[src/rtl/eid_pkg.sv]
`timescale 1ns/1ps
package eid_pkg;
  localparam int unsigned NUM_IRQ_DEF = 8;
  localparam int unsigned SYNC_DEF    = 2;
  localparam logic        ADDR_CTRL   = 1'b0;
  localparam logic        ADDR_STAT   = 1'b1;
endpackage

[src/rtl/eid_sync.sv]
`timescale 1ns/1ps
module eid_sync #(
  parameter int unsigned WIDTH   = 8,
  parameter int unsigned STAGES  = 2,
  parameter logic        RST_VAL = 1'b1
) (
  input  logic             clk_i,
  input  logic             rst_ni,
  input  logic [WIDTH-1:0] d_i,
  output logic [WIDTH-1:0] q_o
);
  logic [WIDTH-1:0] stg_q [STAGES];

  always_ff @(posedge clk_i or negedge rst_ni) begin
    if (!rst_ni) begin
      for (int i = 0; i < STAGES; i++) stg_q[i] <= {WIDTH{RST_VAL}};
    end else begin
      stg_q[0] <= d_i;
      for (int i = 1; i < STAGES; i++) stg_q[i] <= stg_q[i-1];
    end
  end

  assign q_o = stg_q[STAGES-1];
endmodule

[src/rtl/eid_irq_chan.sv]
`timescale 1ns/1ps
module eid_irq_chan (
  input  logic clk_i,
  input  logic rst_ni,
  input  logic edge_mode_i,
  input  logic pin_s_i,
  input  logic ack_i,
  input  logic clr_wr_i,
  input  logic stat_rd_i,
  output logic req_o,
  output logic armed_o
);
  logic prev_q, flag_q, armed_q;
  logic fall, clr;

  assign fall = prev_q & ~pin_s_i;
  assign clr  = ack_i | (clr_wr_i & armed_q);

  always_ff @(posedge clk_i or negedge rst_ni) begin
    if (!rst_ni) begin
      prev_q  <= 1'b1;
      flag_q  <= 1'b0;
      armed_q <= 1'b0;
    end else begin
      prev_q <= pin_s_i;
      if (!edge_mode_i) begin
        flag_q  <= 1'b0;
        armed_q <= 1'b0;
      end else if (fall) begin
        // new edge wins over any clear
        flag_q  <= 1'b1;
        armed_q <= 1'b0;
      end else if (clr) begin
        flag_q  <= 1'b0;
        armed_q <= 1'b0;
      end else if (stat_rd_i && flag_q) begin
        armed_q <= 1'b1;
      end
    end
  end

  assign req_o   = edge_mode_i ? flag_q : ~pin_s_i;
  assign armed_o = armed_q;
endmodule

[src/rtl/eid_nmi_edge.sv]
`timescale 1ns/1ps
module eid_nmi_edge (
  input  logic clk_i,
  input  logic rst_ni,
  input  logic rise_sel_i,
  input  logic pin_s_i,
  output logic req_o
);
  logic prev_q, req_q;

  always_ff @(posedge clk_i or negedge rst_ni) begin
    if (!rst_ni) begin
      prev_q <= 1'b1;
      req_q  <= 1'b0;
    end else begin
      prev_q <= pin_s_i;
      req_q  <= rise_sel_i ? (~prev_q & pin_s_i) : (prev_q & ~pin_s_i);
    end
  end

  assign req_o = req_q;
endmodule

[src/rtl/eid_regs.sv]
`timescale 1ns/1ps
module eid_regs
  import eid_pkg::*;
#(
  parameter int unsigned NUM_IRQ = NUM_IRQ_DEF,
  localparam int unsigned DW     = NUM_IRQ + 1
) (
  input  logic               clk_i,
  input  logic               rst_ni,
  input  logic               addr_i,
  input  logic               wr_i,
  input  logic               rd_i,
  input  logic [DW-1:0]      wdata_i,
  input  logic [NUM_IRQ-1:0] status_i,
  output logic [DW-1:0]      rdata_o,
  output logic [NUM_IRQ-1:0] sense_o,
  output logic               nmi_rise_o,
  output logic [NUM_IRQ-1:0] clr_wr_o,
  output logic               stat_rd_o
);
  logic [NUM_IRQ-1:0] sense_q;
  logic               nmi_rise_q;
  logic [DW-1:0]      rdata_q;

  always_ff @(posedge clk_i or negedge rst_ni) begin
    if (!rst_ni) begin
      sense_q    <= '0;
      nmi_rise_q <= 1'b0;
    end else if (wr_i && addr_i == ADDR_CTRL) begin
      sense_q    <= wdata_i[NUM_IRQ-1:0];
      nmi_rise_q <= wdata_i[NUM_IRQ];
    end
  end

  always_ff @(posedge clk_i or negedge rst_ni) begin
    if (!rst_ni) rdata_q <= '0;
    else if (rd_i) rdata_q <= (addr_i == ADDR_CTRL) ? {nmi_rise_q, sense_q}
                                                    : {1'b0, status_i};
  end

  assign clr_wr_o   = (wr_i && addr_i == ADDR_STAT) ? ~wdata_i[NUM_IRQ-1:0] : '0;
  assign stat_rd_o  = rd_i && addr_i == ADDR_STAT;
  assign sense_o    = sense_q;
  assign nmi_rise_o = nmi_rise_q;
  assign rdata_o    = rdata_q;
endmodule

[src/rtl/ext_irq_detect.sv]
`timescale 1ns/1ps
module ext_irq_detect
  import eid_pkg::*;
#(
  parameter int unsigned NUM_IRQ     = NUM_IRQ_DEF,
  parameter int unsigned SYNC_STAGES = SYNC_DEF,
  localparam int unsigned DW         = NUM_IRQ + 1
) (
  input  logic               clk_i,
  input  logic               rst_ni,
  input  logic [NUM_IRQ-1:0] irq_pin_i,
  input  logic               nmi_pin_i,
  input  logic [NUM_IRQ-1:0] ack_i,
  input  logic               reg_addr_i,
  input  logic               reg_wr_i,
  input  logic               reg_rd_i,
  input  logic [DW-1:0]      reg_wdata_i,
  output logic [DW-1:0]      reg_rdata_o,
  output logic [NUM_IRQ-1:0] irq_req_o,
  output logic               nmi_req_o
);
  logic [NUM_IRQ-1:0] irq_sync, sense_q, clr_wr, armed;
  logic               nmi_sync, nmi_rise, stat_rd;

  eid_sync #(.WIDTH(NUM_IRQ + 1), .STAGES(SYNC_STAGES), .RST_VAL(1'b1)) u_sync (
    .clk_i (clk_i),
    .rst_ni(rst_ni),
    .d_i   ({nmi_pin_i, irq_pin_i}),
    .q_o   ({nmi_sync, irq_sync})
  );

  eid_regs #(.NUM_IRQ(NUM_IRQ)) u_regs (
    .clk_i     (clk_i),
    .rst_ni    (rst_ni),
    .addr_i    (reg_addr_i),
    .wr_i      (reg_wr_i),
    .rd_i      (reg_rd_i),
    .wdata_i   (reg_wdata_i),
    .status_i  (irq_req_o),
    .rdata_o   (reg_rdata_o),
    .sense_o   (sense_q),
    .nmi_rise_o(nmi_rise),
    .clr_wr_o  (clr_wr),
    .stat_rd_o (stat_rd)
  );

  for (genvar k = 0; k < NUM_IRQ; k++) begin : g_chan
    eid_irq_chan u_chan (
      .clk_i      (clk_i),
      .rst_ni     (rst_ni),
      .edge_mode_i(sense_q[k]),
      .pin_s_i    (irq_sync[k]),
      .ack_i      (ack_i[k]),
      .clr_wr_i   (clr_wr[k]),
      .stat_rd_i  (stat_rd),
      .req_o      (irq_req_o[k]),
      .armed_o    (armed[k])
    );
  end

  eid_nmi_edge u_nmi (
    .clk_i     (clk_i),
    .rst_ni    (rst_ni),
    .rise_sel_i(nmi_rise),
    .pin_s_i   (nmi_sync),
    .req_o     (nmi_req_o)
  );
endmodule

[config.mk]
export PLATFORM = sky130hd
export DESIGN_NAME = ext_irq_detect
export DESIGN_NICKNAME = d
export VERILOG_FILES = /design/src/rtl/eid_pkg.sv /design/src/rtl/eid_sync.sv /design/src/rtl/eid_irq_chan.sv /design/src/rtl/eid_nmi_edge.sv /design/src/rtl/eid_regs.sv /design/src/rtl/ext_irq_detect.sv
export SDC_FILE = /design/constraint.sdc
export NUM_CORES = 1
export LEC_CHECK = 0
export ABC_AREA = 1
export BUFFER_PORTS_ARGS = -buffer_cell sky130_fd_sc_hd__buf_2
export CORE_UTILIZATION = 45
export CTS_BUF_LIST = sky130_fd_sc_hd__clkbuf_8
export CTS_CLUSTER_SIZE = 8
export DETAILED_ROUTE_END_ITERATION = 8
export PLACE_DENSITY = 0.7
export SYNTH_ARGS = -nofsm -noshare
export SYNTH_HDL_FRONTEND = slang
export SYNTH_SLANG_ARGS = --single-unit
[constraint.sdc]
create_clock -name clk_i -period 0.9 [get_ports clk_i]
set_input_delay 0.09 -clock clk_i [delete_from_list [all_inputs] [get_ports clk_i]]
set_output_delay 0.09 -clock clk_i [all_outputs]
set_load 0.03 [all_outputs]
==> results of run 1 <==
-- cell families (layout without fill, tap and decap cells) --
| kind of cell | Yosys count | in the layout | synth area share, % |
|---|---|---|---|
| AO/OA/AOI/OAI | 20 | 20 | 4.16 |
| flip-flops | 62 | 62 | 62.0 |
| AND/OR/NAND/NOR | 142 | 142 | 24.3 |
| buffers and inverters | 49 | 164 | 9.63 |
-- worst min-delay path by stage --
stage,start,end,slack (ps),depth (start not counted)
after CTS,reg_wdata_i[5],u_regs.sense_o[5],9,3
after global routing,reg_wdata_i[5],u_regs.sense_o[5],6,3
final,reg_wdata_i[8],u_regs.nmi_rise_o,20,3
after floorplan,rst_ni,g_chan[0].u_chan.armed_o,-210,0
after detailed placement,rst_ni,g_chan[3].u_chan.flag_q,120,2
after global placement,rst_ni,g_chan[3].u_chan.flag_q,120,2
-- placed cells by master, fill, tap and decap left out --
master / netlist / layout
nand2_1: 83 / 72
dfrtp_1: 35 / 34
buf_4: 8 / 34
inv_1: 34 / 31
buf_6: 2 / 31
buf_2: 1 / 30
dfstp_2: 27 / 27
nand3_1: 24 / 17
dlygate4sd3_1: 0 / 15
nand2_2: 2 / 13
clkbuf_8: 0 / 11
nor2_1: 20 / 9
nor2_2: 2 / 9
o21ai_2: 0 / 8
nand3_2: 0 / 7
nor2_4: 1 / 5
inv_4: 0 / 4
a21oi_4: 0 / 4
nand3b_1: 4 / 4
nand4_1: 4 / 4
o21ai_1: 4 / 3
clkinv_2: 0 / 3
a21oi_1: 6 / 2
nand2_4: 2 / 2
inv_2: 2 / 2
o21ai_4: 0 / 1
o21a_1: 1 / 1
inv_6: 1 / 1
a22o_1: 1 / 1
bufinv_16: 0 / 1
buf_12: 0 / 1
dfrtp_2: 0 / 1
-- worst max-delay path, cell delays in order, from the launching register on --
cell and delay (ps):
dfrtp_2 440, o21ai_4 180, buf_6 150
-- metrics by stage --
step | instance area [um^2] | hold WS, ps | util, %
final | 3880 | 15.1 | 70.4
after global routing | 3880 | 5.74 | 70.4
after CTS | 3650 | 9.05 | 66.3
after detailed placement | 2960 | 122 | 53.8
after global placement | 2960 | 124 | 53.8
after floorplan | 2570 | -206 | -
-- registers in the layout, indices dropped and copies added, names as in the netlist --
| signal | flops |
|---|---|
| u_regs.rdata_o | 9 |
| u_sync.q_o | 9 |
| u_sync.stg_q | 9 |
| g_chan.u_chan.armed_o | 8 |
| g_chan.u_chan.flag_q | 8 |
| g_chan.u_chan.prev_q | 8 |
| u_regs.sense_o | 8 |
| u_nmi.prev_q | 1 |
| u_nmi.req_o | 1 |
| u_regs.nmi_rise_o | 1 |
-- what timing repair did --
| item | CTS | global route |
|---|---|---|
| gates resized for setup | 68 | 51 |
| hold buffers | 15 | 0 |
| endpoints found under the setup margin | 39 | 41 |
| buffers inserted | 19 | 15 |
| pin swaps | 21 | 34 |
| hold endpoints to repair | 49 | 0 |
-- metal layers --
layer / wire length (um) / part of all wire [%] / global-route usage, % / vias to the layer above
met5: 0 / 0 / 0 / -
met4: 146 / 2.4 / 11.7 / 0
met3: 227 / 3.8 / 7.76 / 16
met2: 3100 / 52 / 36.8 / 56
met1: 2510 / 42 / 24.4 / 1037
li1: - / - / - / 1058
-- power groups by stage --
stage	Clock, uW	Sequential (uW)	Combinational, uW
6_report	2430	3210	1440
5_1_grt	2610	3230	1560
4_1_cts	2490	3190	1290
3_5_place_dp	0	3210	944
3_3_place_gp	0	3200	938
2_1_floorplan	0	3330	448
-- cell type report --
cell class                 count  area, um^2
clock inverter                 5        48.8
tap                           72        90.1
clock buffer                  11         151
multi-input combinational    162         923
inverter                      37         154
timing repair buffer         111         925
sequential                    62        1590
fill                         420        1630
==> impl_metrics.toml, run 1 <==
[outcome]
status = "complete, but fails checks"
failed_checks = "negative setup slack"

[synth]
syn_inst = 273
ys_warn_count = 0
synth_edf_count = 0
yosysMostFrequentCell = "nand2_1"
synth.largest_area_cell = "dfrtp_1"
ys_seq_elements = 62
synth_area_leaders = "dfrtp_1 (34%), dfstp_2 (28%), nand2_1 (12%)"
synth_cell_type_count = 23
netlist_area_mm2 = 0.00256
synthArstFlopShare_pct = 100
yosysSeqAreaShare_pct = 62.0
synth_common_cells = "nand2_1 (83), dfrtp_1 (35), inv_1 (34), dfstp_2 (27), nand3_1 (24)"
synth_top_cell_area_share_pct = 34.2
ys.flop_type = "dfrtp_1"
avgSynthCellArea_um2 = 9.37
synth_fp_nets = 304

[floorplanning]
die_x_um = 77.4
core-area_mm2 = 0.00551
ioPinCount = 49
initial_utilization_pct = 46.5
die-area_mm2 = 0.00599
die_h_um = 77.4
num_rows = 27

[placement]
gp_congestion = 0.761
place_inst = 401
place_ws_ps = -124
hpwl_um = 3470
portBuffers = 48

[power_and_ir_drop]
power_density_mw_per_mm2 = 1820
p_int_uw = 5150
switching_share_pct = 27.2
leakagePower_uw = 0.00191
pwr-share-clk_pct = 34.3
power_uw = 7080
power.switching_uw = 1920
seq_power_share_pct = 45.3
combPwrFrac_pct = 20.3
vdd_ir_drop_max_uv = 1300

[detailed_routing]
wl_um = 5990
drc = 0
viasPerCell = 4.71
ant_nets = 0
avgRoutedWirePerCell_um = 13.0
drt_iter0_drc = 70
vias = 2167
dr.pass1.iters = 4

[final_layout]
nets = 414
diodes = 0
area_delta_synth_final_pct = 51.6
drive_above_1_share_pct = 50.3
final_cells = 460

[timing]
layout_min_cycle_time_ps = 1200
rsz0062_at_grt = "true"
fin_crit_sh_pct = 133
timing.final.ws_setup_ps = -300
slew_headroom_pct = 77.9
slew_violations = 0
setup_violations = 39
finalSetupTns_ps = -5350
skew_ps = 3.48
tightest_slew_ps = 332
timing.fmax_ghz = 0.833
finalHoldViolCount = 0

[clock_tree]
cts_root_buffer = "clkbuf_8"
numCtsBuffers = 9
clk_path_buf_depth = 2
clk_pin_slew_worst_paths_ps = 70
clock_sinks = 62
cts_tree = "done"
clk_latency_ps = 340
cts_max_level = 3

[critical_path]
r2r-end = "g_chan[7].u_chan.armed_o"
path_class = "flip-flop to output port"
r2r_slack_ps = -220
cp-endpoint = "irq_req_o[7]"
worstSetupEndpointType = "output port"
worstPathArrival_ps = 1110
startpoint_type = "flip-flop"
ff2ff_path_depth = 5
r2r-start = "u_sync.q_o[7]"
worstSetupStartpoint = "u_regs.sense_o[7]"
worst-path-max-fanout = 4
worstPathRequired_ps = 810

[flow_run]
maxCapViolCount = 0

[grt]
grt_pass1_wl_um = 9880
antenna_found_initial = 0
grt_max_degree = 63
grt_remaining_overflow = 0
grt_pass1_vias = 2276
grt_usage_pct = 22.0

[hold_path]
hp-class = "input port to flip-flop"
Power figures use the tool's default switching activity.
==> run 2, diff against run 1 <==
RECOVER_POWER = 50   (was not set)
==> run 2 against run 1 <==
Compared with the run above:
- the flow still finishes with violations (negative setup slack)
- clock skew rose by 0.73 ps
- register-to-register slack barely moved
- highest routed layer unchanged
- fmax fell by 0.15%
- worst hold slack got worse by 9.0 ps
- flip-flop and latch count did not move
- routed wire length fell by 0.65%
- die area did not move
- combinational power barely moved
- sequential share of layout area rose by 0.093 points
- worst setup slack got worse by 1.8 ps
==> impl_metrics.toml, run 2 (synthesized netlist as in run 1, its figures left out) <==
[final_layout]
final_common_cell = "nand2_1"
final_cells = 460
postLayoutCoreUtil_pct = 70.3
area_delta_synth_final_pct = 51.2
diodes = 0
layout_common_cells = "nand2_1 (72), dfrtp_1 (34), buf_4 (34), buf_6 (32), inv_1 (31)"
drive_above_1_share_pct = 50.0
stdcell_area_mm2 = 0.00387
nets = 414

[placement]
place_ws_ps = -124
gp_congestion = 0.761
hpwl_um = 3470
post_dp_cell_area_mm2 = 0.00296
portBuffers = 48
place_inst = 401

[detailed_routing]
wl_um = 5950
viasPerCell = 4.71
avgRoutedWirePerCell_um = 12.9
drc = 0
dr.pass1.iters = 4
drt_iter0_drc = 50
vias = 2167
ant_nets = 0

[power_and_ir_drop]
vdd_ir_drop_max_uv = 1290
p_int_uw = 5150
power.switching_uw = 1920
pwr-share-clk_pct = 34.4
power_density_mw_per_mm2 = 1830
switching_share_pct = 27.2
seq_power_share_pct = 45.4
combPwrFrac_pct = 20.2
leakagePower_uw = 0.00191

[clock_tree]
cts_max_level = 3
clk_pin_slew_worst_paths_ps = 70
cts_root_buffer = "clkbuf_8"
cts_tree = "done"
clk_path_buf_depth = 2
clk_latency_ps = 340
clock_sinks = 62
numCtsBuffers = 9

[critical_path]
worstPathRequired_ps = 810
r2r_slack_ps = -220
critPathMaxStageDelay_ps = 430
crit_chain = "o21ai_2 -> buf_6"
worst-path-max-fanout = 4
startpoint_type = "flip-flop"
slowest_stage = "dfrtp_1"
worstPathArrival_ps = 1110
r2r-start = "u_sync.q_o[7]"
r2r-end = "g_chan[7].u_chan.armed_o"
path_class = "flip-flop to output port"
ff2ff_path_depth = 5
worstSetupEndpointType = "output port"

[hold_path]
hp-start = "reg_wdata_i[8]"
min_to = "u_regs.nmi_rise_o"
hp-class = "input port to flip-flop"
hold_depth = 3

[timing]
worst_hold_slack_ps = 6.07
layout_min_cycle_time_ps = 1200
timing.final.ws_setup_ps = -302
slew_headroom_pct = 63.5
tightest_slew_ps = 547
setup_violations = 39
skew_ps = 4.22
slew_violations = 0
fin_crit_sh_pct = 134
rsz0062_at_grt = "true"
timing.fmax_ghz = 0.832
finalHoldViolCount = 0

[floorplanning]
initial_utilization_pct = 46.5
die_h_um = 77.4
die-area_mm2 = 0.00599
num_rows = 27
ioPinCount = 49
core-area_mm2 = 0.00551
die_x_um = 77.4

[outcome]
status = "complete, but fails checks"
failed_checks = "negative setup slack"

[grt]
antenna_found_initial = 0
grt_pass1_vias = 2276
grt_pass1_wl_um = 9880
grt_usage_pct = 22.0
grt_max_degree = 63
grt_remaining_overflow = 0

[flow_run]
maxCapViolCount = 0
-- run 2: cell count changes in the layout (fill, tap and decap cells not counted), sizes merged --
| cell | previous run | this run |
|---|---|---|
| buf | 96 | 95 |
| clkbuf | 11 | 12 |
-- run 2: worst max path at each step --
stage	start	endpoint	slack (ps)	cells after the start
finish	u_regs.sense_o[2]	irq_req_o[2]	-300	2
CTS	u_regs.sense_o[7]	irq_req_o[7]	-300	2
floorplan	g_chan[1].u_chan.prev_q	g_chan[1].u_chan.flag_q	5	5
global route	u_regs.sense_o[7]	irq_req_o[7]	-350	2
detailed placement	u_regs.sense_o[7]	irq_req_o[7]	-120	2
global placement	u_regs.sense_o[7]	irq_req_o[7]	-130	2
-- run 2: repair_timing --
action | 4_1_cts | 5_1_grt
endpoints found under the setup margin | 39 | 41
hold endpoints to repair | 49 | 0
hold buffers | 15 | 0
pin swaps | 21 | 34
gates resized for setup | 68 | 51
buffers inserted | 19 | 15
-- run 2: metrics by stage --
stage / TNS [ps] / total power (uW)
after global placement: -910 / 4140
after CTS: -5560 / 6970
after global routing: -7310 / 7390
after floorplan: 0 / 3780
final: -5370 / 7070
after detailed placement: -1290 / 4150
-- run 2: layout make-up --
| type | count | area (um^2) |
|---|---|---|
| clock inverter | 5 | 48.8 |
| multi-input combinational | 162 | 923 |
| inverter | 37 | 154 |
| sequential | 62 | 1590 |
| tap | 72 | 90.1 |
| clock buffer | 11 | 151 |
| timing repair buffer | 111 | 916 |
| fill | 420 | 1640 |
-- run 2: critical path: cells and delay by family (launching register included) --
| family | cells | cell delay [ps] |
|---|---|---|
| flops | 1 | 430 |
| buf+inv | 1 | 150 |
| compound gates | 1 | 190 |
-- run 2: power by group through the flow --
stage | clock (uW) | combinational (uW) | sequential (uW)
global route | 2610 | 1550 | 3230
finish | 2430 | 1430 | 3210
CTS | 2490 | 1290 | 3190
floorplan | 0 | 448 | 3330
global placement | 0 | 938 | 3200
detailed placement | 0 | 944 | 3210
-- run 2: per-layer routing --
layer,track usage (%),part of all wire [%]
met5,0,0
met4,11.7,2.5
met3,7.76,4.7
met2,36.8,52
met1,24.4,41
